===== src/rtl/pic_pkg.sv =====
package pic_pkg;
  localparam int REG_AW = 8;

  localparam logic [REG_AW-1:0] OFF_RT    = 8'h10;
  localparam logic [REG_AW-1:0] OFF_MODE  = 8'h11;
  localparam logic [REG_AW-1:0] OFF_PHI   = 8'h12;
  localparam logic [REG_AW-1:0] OFF_PLO   = 8'h13;
  localparam logic [REG_AW-1:0] OFF_LCLR  = 8'h14;
  localparam logic [REG_AW-1:0] OFF_ENSET = 8'h15;
  localparam logic [REG_AW-1:0] OFF_ENCLR = 8'h16;
  localparam logic [REG_AW-1:0] OFF_LSTS  = 8'h18;

  typedef enum logic [2:0] {
    WR_NONE, WR_MODE, WR_PHI, WR_PLO, WR_LCLR, WR_ENSET, WR_ENCLR
  } wr_kind_e;
endpackage


===== src/rtl/pic_sync.sv =====
module pic_sync #(
  parameter int N      = 8,
  parameter int STAGES = 2
) (
  input  logic         clk,
  input  logic         rst_n,
  input  logic [N-1:0] d_i,
  output logic [N-1:0] q_o
);
  logic [STAGES-1:0][N-1:0] chain_q;

  always_ff @(posedge clk or negedge rst_n) begin
    if (!rst_n) begin
      chain_q <= '0;
    end else begin
      chain_q[0] <= d_i;
      for (int s = 1; s < STAGES; s++) begin
        chain_q[s] <= chain_q[s-1];
      end
    end
  end

  assign q_o = chain_q[STAGES-1];
endmodule


===== src/rtl/pic_detect.sv =====
module pic_detect #(
  parameter int N = 8
) (
  input  logic         clk,
  input  logic         rst_n,
  input  logic [N-1:0] lvl_i,
  input  logic [N-1:0] mode_i,
  input  logic [N-1:0] phi_i,
  input  logic [N-1:0] plo_i,
  output logic [N-1:0] evt_o
);
  logic [N-1:0] prev_q;

  always_ff @(posedge clk or negedge rst_n) begin
    if (!rst_n) prev_q <= '0;
    else        prev_q <= lvl_i;
  end

  genvar i;
  generate
    for (i = 0; i < N; i++) begin : g_pin
      logic rise, fall, edge_hit, level_hit;
      assign rise      = lvl_i[i] & ~prev_q[i];
      assign fall      = ~lvl_i[i] & prev_q[i];
      assign edge_hit  = (phi_i[i] & rise) | (plo_i[i] & fall);
      assign level_hit = (phi_i[i] & lvl_i[i]) | (plo_i[i] & ~lvl_i[i]);
      assign evt_o[i]  = mode_i[i] ? edge_hit : level_hit;
    end
  endgenerate
endmodule


===== src/rtl/pic_regs.sv =====
module pic_regs
  import pic_pkg::*;
#(
  parameter int N = 8
) (
  input  logic              clk,
  input  logic              rst_n,
  input  logic              wen_i,
  input  logic [REG_AW-1:0] addr_i,
  input  logic [N-1:0]      wdata_i,
  output logic [N-1:0]      rdata_o,
  input  logic [N-1:0]      rt_i,
  input  logic [N-1:0]      evt_i,
  output logic [N-1:0]      mode_o,
  output logic [N-1:0]      phi_o,
  output logic [N-1:0]      plo_o,
  output logic [N-1:0]      en_o,
  output logic [N-1:0]      lat_o
);
  wr_kind_e     wk;
  logic [N-1:0] clr_mask;

  always_comb begin
    wk = WR_NONE;
    if (wen_i) begin
      case (addr_i)
        OFF_MODE:  wk = WR_MODE;
        OFF_PHI:   wk = WR_PHI;
        OFF_PLO:   wk = WR_PLO;
        OFF_LCLR:  wk = WR_LCLR;
        OFF_ENSET: wk = WR_ENSET;
        OFF_ENCLR: wk = WR_ENCLR;
        default:   wk = WR_NONE;
      endcase
    end
  end

  assign clr_mask = (wk == WR_LCLR) ? wdata_i : '0;

  always_ff @(posedge clk or negedge rst_n) begin
    if (!rst_n) begin
      mode_o <= '0;
      phi_o  <= '0;
      plo_o  <= '0;
      en_o   <= '0;
    end else begin
      case (wk)
        WR_MODE:  mode_o <= wdata_i;
        WR_PHI:   phi_o  <= wdata_i;
        WR_PLO:   plo_o  <= wdata_i;
        WR_ENSET: en_o   <= en_o | wdata_i;
        WR_ENCLR: en_o   <= en_o & ~wdata_i;
        default:  ;
      endcase
    end
  end

  // Events are gated by the enable mask seen before this cycle's write,
  // and a fresh event outranks a simultaneous clear.
  always_ff @(posedge clk or negedge rst_n) begin
    if (!rst_n) lat_o <= '0;
    else        lat_o <= (lat_o & ~clr_mask) | (evt_i & en_o);
  end

  always_comb begin
    case (addr_i)
      OFF_RT:    rdata_o = rt_i;
      OFF_MODE:  rdata_o = mode_o;
      OFF_PHI:   rdata_o = phi_o;
      OFF_PLO:   rdata_o = plo_o;
      OFF_ENSET: rdata_o = en_o;
      OFF_ENCLR: rdata_o = en_o;
      OFF_LSTS:  rdata_o = lat_o;
      default:   rdata_o = '0;
    endcase
  end
endmodule


===== src/rtl/pin_irq_unit.sv =====
module pin_irq_unit
  import pic_pkg::*;
#(
  parameter int N           = 8,
  parameter int SYNC_STAGES = 2
) (
  input  logic              clk,
  input  logic              rst_n,
  input  logic [N-1:0]      pin_i,
  input  logic              reg_wen,
  input  logic [REG_AW-1:0] reg_addr,
  input  logic [N-1:0]      reg_wdata,
  output logic [N-1:0]      reg_rdata,
  output logic              irq_o
);
  logic [N-1:0] rt_vec;
  logic [N-1:0] evt_vec;
  logic [N-1:0] mode_vec, phi_vec, plo_vec;
  logic [N-1:0] en_mask, lat_vec;

  pic_sync #(.N(N), .STAGES(SYNC_STAGES)) u_sync (
    .clk(clk), .rst_n(rst_n), .d_i(pin_i), .q_o(rt_vec)
  );

  pic_detect #(.N(N)) u_det (
    .clk(clk), .rst_n(rst_n), .lvl_i(rt_vec),
    .mode_i(mode_vec), .phi_i(phi_vec), .plo_i(plo_vec), .evt_o(evt_vec)
  );

  pic_regs #(.N(N)) u_regs (
    .clk(clk), .rst_n(rst_n),
    .wen_i(reg_wen), .addr_i(reg_addr), .wdata_i(reg_wdata), .rdata_o(reg_rdata),
    .rt_i(rt_vec), .evt_i(evt_vec),
    .mode_o(mode_vec), .phi_o(phi_vec), .plo_o(plo_vec),
    .en_o(en_mask), .lat_o(lat_vec)
  );

  assign irq_o = |(lat_vec & en_mask);
endmodule


===== config.mk =====
export PLATFORM = sky130hd
export DESIGN_NAME = pin_irq_unit
export DESIGN_NICKNAME = d
export VERILOG_FILES = /design/src/rtl/pic_pkg.sv /design/src/rtl/pic_sync.sv /design/src/rtl/pic_detect.sv /design/src/rtl/pic_regs.sv /design/src/rtl/pin_irq_unit.sv
export SDC_FILE = /design/constraint.sdc
export NUM_CORES = 1
export LEC_CHECK = 0
export BUFFER_PORTS_ARGS = -buffer_cell sky130_fd_sc_hd__buf_4
export CORE_MARGIN = 3
export CORE_UTILIZATION = 31
export DETAILED_ROUTE_END_ITERATION = 8
export PLACE_DENSITY = 0.53
export SLEW_MARGIN = 30
export SYNTH_ARGS = -nofsm -noshare
export SYNTH_HDL_FRONTEND = slang
export SYNTH_HIERARCHICAL = 1
export SYNTH_SLANG_ARGS = --single-unit

===== constraint.sdc =====
create_clock -name clk -period 1.8 [get_ports clk]
set_input_delay 0.09 -clock clk [delete_from_list [all_inputs] [get_ports clk]]
set_output_delay 0.09 -clock clk [all_outputs]
set_load 0.02 [all_outputs]

==> summary.md, run 1 <==
| Metric | Value |
|---|---|
| Status | `complete, no violations` |
| Initial antenna violation count | `0` |
| Cell count after placement | `400` |
| Hold WS | `0.189 ns` |
| FF-to-FF End | `u_regs/lat_o[7]` |
| Commonest cells after routing, fill and taps aside | `dfrtp_1 (64), buf_4 (57), mux2_2 (24)` |
| Peak VDD IR | `roughly 0.32 mV` |
| First-pass GRT wire length | `between 10000 and 15000 um` |
| Sequential element share of the synthesized area | `a little over half` |
| Grt total ovfl | `0` |
| Post-route cell area | `~4000 sq um` |
| Final net count | `328` |
| TritonCTS buffer count | `9` |
| Critical path class | `in -> out` |
| Via/cell ratio | `4.99` |
| Critical path's largest stage delay | `0.62 ns` |
| R2r setup slk | `~0.73 ns` |
| Slowest CP cell | `or4_4` |
| I/O Buffers | `35` |
| Worst hold path class | `in -> reg` |
| Yosys cell types | `32` |
| Fmax | `559 MHz` |
| Placed Area | `~3500 sq um` |
| CTS clk-pin slew, worst paths | `about 0.07 ns` |
| Core ar. | `slightly above 9000 sq um` |
| Clock skew | `0.0101 ns` |
| Total negative setup slack | `0 ns` |
| Actual slew at the worst max-slew pin | `between 0.4 and 0.5 ns` |
| CP Launch Point | `reg_addr[7]` |
| Post-DP HPWL | `around 5200 um` |
| Critical Path End | `reg_rdata[0]` |
| Routed len/inst | `~17 um` |
| CTS H-Tree Depth | `3` |
| Comb power frac | `9.5%` |
| CTS Sinks | `64` |
| Tmin final | `roughly 1.8 ns` |
| Worst-skew pair later-pin latency | `between 0.3 and 0.4 ns` |
| CP Cell Sequence | `buf_6 -> or4b_4 -> or4_4 -> o221ai_2 -> buf_4` |
| Lkg Pwr | `between 1.5 and 2 nW` |
| Antenna cells | `0` |
| Yosys warnings | `6` |
| Power share of the sequential group | `between 40% and 50%` |
| Max Cap Viol | `0` |
| Path length in cells of the critical path | `5` |
| Reg2reg start | `u_det/prev_q[7]` |
| Delay-heaviest family, CP | `simple AND/OR/NAND/NOR gates` |
| Routed Wire Length | `between 7000 and 8000 um` |
| CTS tree | `done` |
| Final hold vios | `0` |
| Die H | `approximately 100 um` |
| Clock Root Buffer | `clkbuf_8` |
| Final worst slack | `roughly 0.012 ns` |
| Dpl ws | `-0.0769 ns` |
| Ports | `36` |
| Yosys reg bits | `64` |
| Syn_nets | `about 260` |
| First-pass iteration count of the detailed router | `4` |
| P&R area growth vs syn | `31.1%` |
| Switching Share | `between 20% and 30%` |
| Cell-internal power | `2.53 mW` |
| Die X | `about 100 um` |
| Net Sw Power | `~0.74 mW` |
| Worst Path Required | `approximately 1.7 ns` |
| WP buf/inv | `2` |
| Clk pwr share | `between 40% and 50%` |
| Syn_area_per_cell | `between 10 and 15 sq um` |
| Crit path DAT | `roughly 1.7 ns` |
| Placer Congestion | `just under 0.8` |
| Most common cell after layout, fill and taps aside | `dfrtp_1` |
| Share of cells above drive strength 1 | `around 40%` |
| Syn Std Cell Area | `between 3000 and 4000 sq um` |
| Num rows | `35` |
| Largest net degree at the start of global routing | `35` |
| Unrepaired setup endpoints after global routing | `true` |
| Via count | `2165` |
| Max FO, Critical Path | `8` |
| PD cells | `a little over 800 nW/um^2` |
| Initial DRC count | `roughly 110` |
| Relative slew slack | `a little over two thirds` |
| Fin. max-slew vios | `0` |
| Clock buffer depth | `2` |
| Final setup vio count | `0` |
| Worst R2R Path Depth | `3` |
| Syn Inst Count | `231` |
| Initial core utilization | `approximately 32%` |
| Crit share post-route | `between 90% and 100%` |
| GRT Overall Usage | `between 10% and 20%` |
| CP endpoint kind | `output pin` |
| Worst setup SP type | `input pin` |
| Antenna viol nets, final | `0` |
| Fin cells | `approximately 430` |
| Die Area | `between 10000 and 15000 sq um` |
| Number of remaining DRC errors | `0` |
| Vias in the first global route | `2300` |
[area by class of cell]
cell class | count | area, sq um
Inverter | 17 | 63.8
Tap cell | 129 | 161
Sequential cell | 64 | 1600
Multi-Input combinational cell | 131 | 1250
Fill cell | 884 | 5380
Clock buffer | 12 | 155
Clock inverter | 3 | 65.1
Timing Repair Buffer | 78 | 652
[worst reg2reg max path, delay by kind of cell, from the launching register on]
| kind | cells | cell delay (ns) |
|---|---|---|
| compound gates | 2 | 0.45 |
| simple gates | 1 | 0.14 |
| flops | 1 | 0.38 |
[cell usage after synthesis]
cell type	count	area, sq um
nor4b_2	2	30.0
and3_1	1	6.26
a22o_1	8	70.1
nor4bb_1	1	10.0
buf_6	1	11.3
nand3_1	8	40.0
buf_4	8	60.1
nor3_1	1	5.00
nand4b_1	1	8.76
inv_1	17	63.8
or4_4	1	11.3
a32o_1	8	80.1
nand2b_1	8	50.1
buf_1	1	3.75
dfrtp_1	64	1600
a21oi_1	8	40.0
or3_1	1	6.26
clkbuf_1	6	22.5
nand2_1	8	30.0
mux4_2	8	180
a41oi_1	8	70.1
nor2b_1	8	50.1
o221ai_2	8	120
a22oi_1	4	30.0
nor4b_1	1	8.76
nor3_4	2	32.5
xnor2_1	1	8.76
nand4_1	9	56.3
or4b_1	1	10.0
mux2_2	24	270
or4bb_1	1	11.3
buf_2	3	15.0
[cell families after synthesis]
kind of cell / Yosys count / synth area share, %
xor gates and xnor gates: 1 / 0.291
and+or+nand+nor: 54 / 12.2
AOI/OAI and AO/OA: 44 / 13.6
muxes: 32 / 14.9
buffers and inverters: 36 / 5.85
DFF: 64 / 53.1
[per-layer routing]
metal	vias up	wire, um	global-route usage (%)
met3	8	350	3.77
met5	-	0	0
met1	1099	3270	19.1
met2	50	3530	23.2
met4	0	97	5.34
li1	1008	-	-
[stage by stage]
| stage | total power, mW | util, % |
|---|---|---|
| global placement | 1.87 | 37.8 |
| detailed placement | 1.88 | 37.8 |
| global route | 3.42 | 42.4 |
| finish | 3.27 | 42.4 |
| floorplan | 1.73 | - |
| CTS | 3.32 | 42.3 |
[how the worst min path moves through the flow]
stage / from / to / slack, ns / cells after the start
final: reg_addr[3] / u_regs/lat_o[2] / 0.19 / 4
after global routing: reg_addr[3] / u_regs/lat_o[6] / 0.20 / 4
after CTS: reg_addr[3] / u_regs/lat_o[2] / 0.16 / 4
after detailed placement: rst_n / u_sync/chain_q[7] / 0.08 / 1
after global placement: rst_n / u_sync/chain_q[3] / 0.07 / 1
after floorplan: rst_n / u_det/prev_q[0] / -0.21 / 0
[repair_timing]
| action | CTS | global route |
|---|---|---|
| pin swaps | 4 | 3 |
| resized for setup | 4 | 1 |
| buffers inserted | 2 | 0 |
| endpoints found under the setup margin | 8 | 8 |
| hold buffers | 17 | 0 |
| hold endpoints to repair | 48 | 0 |
[power groups by stage]
stage                     Sequential [mW]  Clock (mW)  Combinational [mW]
after floorplan                      1.57           0               0.157
after global placement               1.59           0               0.278
after detailed placement             1.60           0               0.283
after CTS                            1.57        1.43               0.317
after global routing                 1.58        1.50               0.343
final                                1.57        1.38               0.312
Note: power is estimated with default switching activity, not from simulation.
==> run 2, diff against run 1 <==
==> constraint.sdc (replaced) <==
create_clock -name clk -period 2.05 [get_ports clk]
set_input_delay 0.1025 -clock clk [delete_from_list [all_inputs] [get_ports clk]]
set_output_delay 0.1025 -clock clk [all_outputs]
set_load 0.02 [all_outputs]
==> run 2 against run 1 <==
Effect of this change: first-iteration DRC count is 2.8% lower; flip-flop and latch count stayed put; global-route usage is 0.61 points lower; combinational power is 18% lower; total power is 18% lower.
==> summary.md, run 2 (synthesis gave the netlist of run 1 again) <==
| Metric | Value |
|---|---|
| Peak VDD IR | `approximately 0.23 mV` |
| Worst hold path class | `in -> reg` |
| Fin cells | `423` |
| Max FO, Critical Path | `8` |
| Antenna viol nets, final | `0` |
| Worst setup SP type | `input pin` |
| Initial DRC count | `roughly 110` |
| P&R area growth vs syn | `26.4%` |
| CTS tree | `done` |
| Initial core utilization | `around a third` |
| Critical path's largest stage delay | `~0.64 ns` |
| Worst R2R Path Depth | `3` |
| Worst Path Required | `about 2.0 ns` |
| I/O Buffers | `35` |
| Delay-heaviest family, CP | `simple AND/OR/NAND/NOR gates` |
| Die H | `105 um` |
| Number of remaining DRC errors | `0` |
| Final hold vios | `0` |
| TritonCTS buffer count | `9` |
| CTS clk-pin slew, worst paths | `0.07 ns` |
| Unrepaired setup endpoints after global routing | `false` |
| Post-route cell area | `3810 sq um` |
| Fin. max-slew vios | `0` |
| Die Area | `10900 sq um` |
| Status | `complete, no violations` |
| Grt total ovfl | `0` |
| Crit share post-route | `between 90% and 100%` |
| Max Cap Viol | `0` |
| Total negative setup slack | `0 ns` |
| Placer Congestion | `approximately 0.74` |
| Sequential standard cell area | `around 1600 sq um` |
| Die X | `about 100 um` |
| CTS H-Tree Depth | `3` |
| CTS Sinks | `64` |
| Share of cells above drive strength 1 | `approximately 37%` |
| Num rows | `35` |
| Slowest CP cell | `or4_4` |
| Multi-input gate area | `about 1200 sq um` |
| WP buf/inv | `2` |
| Routed Wire Length | `~7000 um` |
| Antenna cells | `0` |
| Actual slew at the worst max-slew pin | `between 0.8 and 0.9 ns` |
| Hold WS | `roughly 0.2 ns` |
| PD cells | `705 nW/um^2` |
| CP endpoint kind | `output pin` |
| Final setup vio count | `0` |
| First-pass iteration count of the detailed router | `5` |
| Path length in cells of the critical path | `5` |
| Critical path class | `in -> out` |
| First-pass GRT wire length | `around 12000 um` |
| Lkg Pwr | `approximately 1.6 nW` |
| Core ar. | `~9300 sq um` |
| Fmax | `519 MHz` |
| Initial antenna violation count | `0` |
| Vias in the first global route | `between 2000 and 2500` |
| Via count | `approximately 2100` |
| Clock Root Buffer | `clkbuf_8` |
| Cell count after placement | `390` |
| Most used cell, CP | `buf_4` |
| Final net count | `roughly 320` |
| Via/cell ratio | `4.96` |
| Crit path DAT | `approximately 1.8 ns` |
| Ports | `36` |
| Post-DP HPWL | `approximately 4700 um` |
| Number of fill cells | `893` |
| Relative slew slack | `44.8%` |
| Clock skew | `0.0123 ns` |
| Hold Path Stages | `3` |
| GRT Overall Usage | `between 10% and 20%` |
| Most common cell after layout, fill and taps aside | `dfrtp_1` |
| CP Cell Sequence | `buf_4 -> or4b_1 -> or4_4 -> o221ai_2 -> buf_4` |
| Tmin final | `between 1.5 and 2 ns` |
| Clock buffer depth | `2` |
| Largest net degree at the start of global routing | `65` |
| Commonest cells after routing, fill and taps aside | `dfrtp_1 (64), buf_4 (48), mux2_2 (24)` |
| Worst-skew pair later-pin latency | `between 0.3 and 0.4 ns` |
| Final design utilization | `between 40% and 50%` |
| Setup Buffers After CTS | `0` |
| Placed Area | `~3500 sq um` |
| Routed len/inst | `between 15 and 20 um` |
run 2: cell count changes in the layout (fill, tap and decap cells not counted), sizes merged:
cell / previous run / this run
clkinv: 1 / 3
bufinv: 2 / 1
clkbuf: 12 / 10
clkinvlp: 0 / 2
buf: 61 / 49
run 2: tightest hold or removal path: cells and delay by family:
kind,cells,cell delay [ns]
AND/OR/NAND/NOR,1,0.10
AO/OA/AOI/OAI,1,0.11
buffers and inverters,1,0.19
run 2: cell type report:
class,count,share of cell area (%)
Clock buffer,10,3.35
Clock inverter,6,1.58
Inverter,17,1.67
Multi-Input combinational cell,131,32.7
Sequential cell,64,42.0
Tap cell,129,4.24
Timing Repair Buffer,66,14.4
run 2: routing by layer:
metal | routed length (um) | vias to the layer above | track usage (%)
met4 | 109 | 0 | 5.90
met5 | 0 | - | 0
li1 | - | 987 | -
met3 | 279 | 11 | 3.77
met1 | 3210 | 1056 | 17.9
met2 | 3410 | 42 | 22.2
run 2: metrics by stage:
step           total power [mW]  setup slack [ns]
2_1_floorplan              1.52             0.268
3_3_place_gp               1.63             0.145
3_5_place_dp               1.64             0.128
4_1_cts                    2.72             0.123
5_1_grt                    2.83            0.0537
6_report                   2.68             0.122
run 2: path summary, 6_finish.rpt:
path | startpoint | to | slack [ns]
min in group asynchronous | rst_n | u_sync/chain_q[3] | 0.39
max in group asynchronous | rst_n | u_regs/mode_o[7] | 1.09
hold / removal | reg_addr[2] | u_regs/lat_o[6] | 0.20
setup reg to reg | u_det/prev_q[4] | u_regs/lat_o[4] | 0.97
hold reg to reg | u_sync/chain_q[6] | u_sync/q_o[6] | 0.35
setup / recovery | reg_addr[5] | reg_rdata[3] | 0.12
run 2: what timing repair did:
item,CTS,global route
endpoints found under the setup margin,0,0
endpoints found under the hold margin,80,0
gates resized for setup,0,0
hold buffers,17,0
run 2: report_power, final:
part | switching (mW) | internal, mW
registers | 0.0492 | 1.33
clock network | 0.496 | 0.555
logic | 0.121 | 0.136
total | 0.666 | 2.02
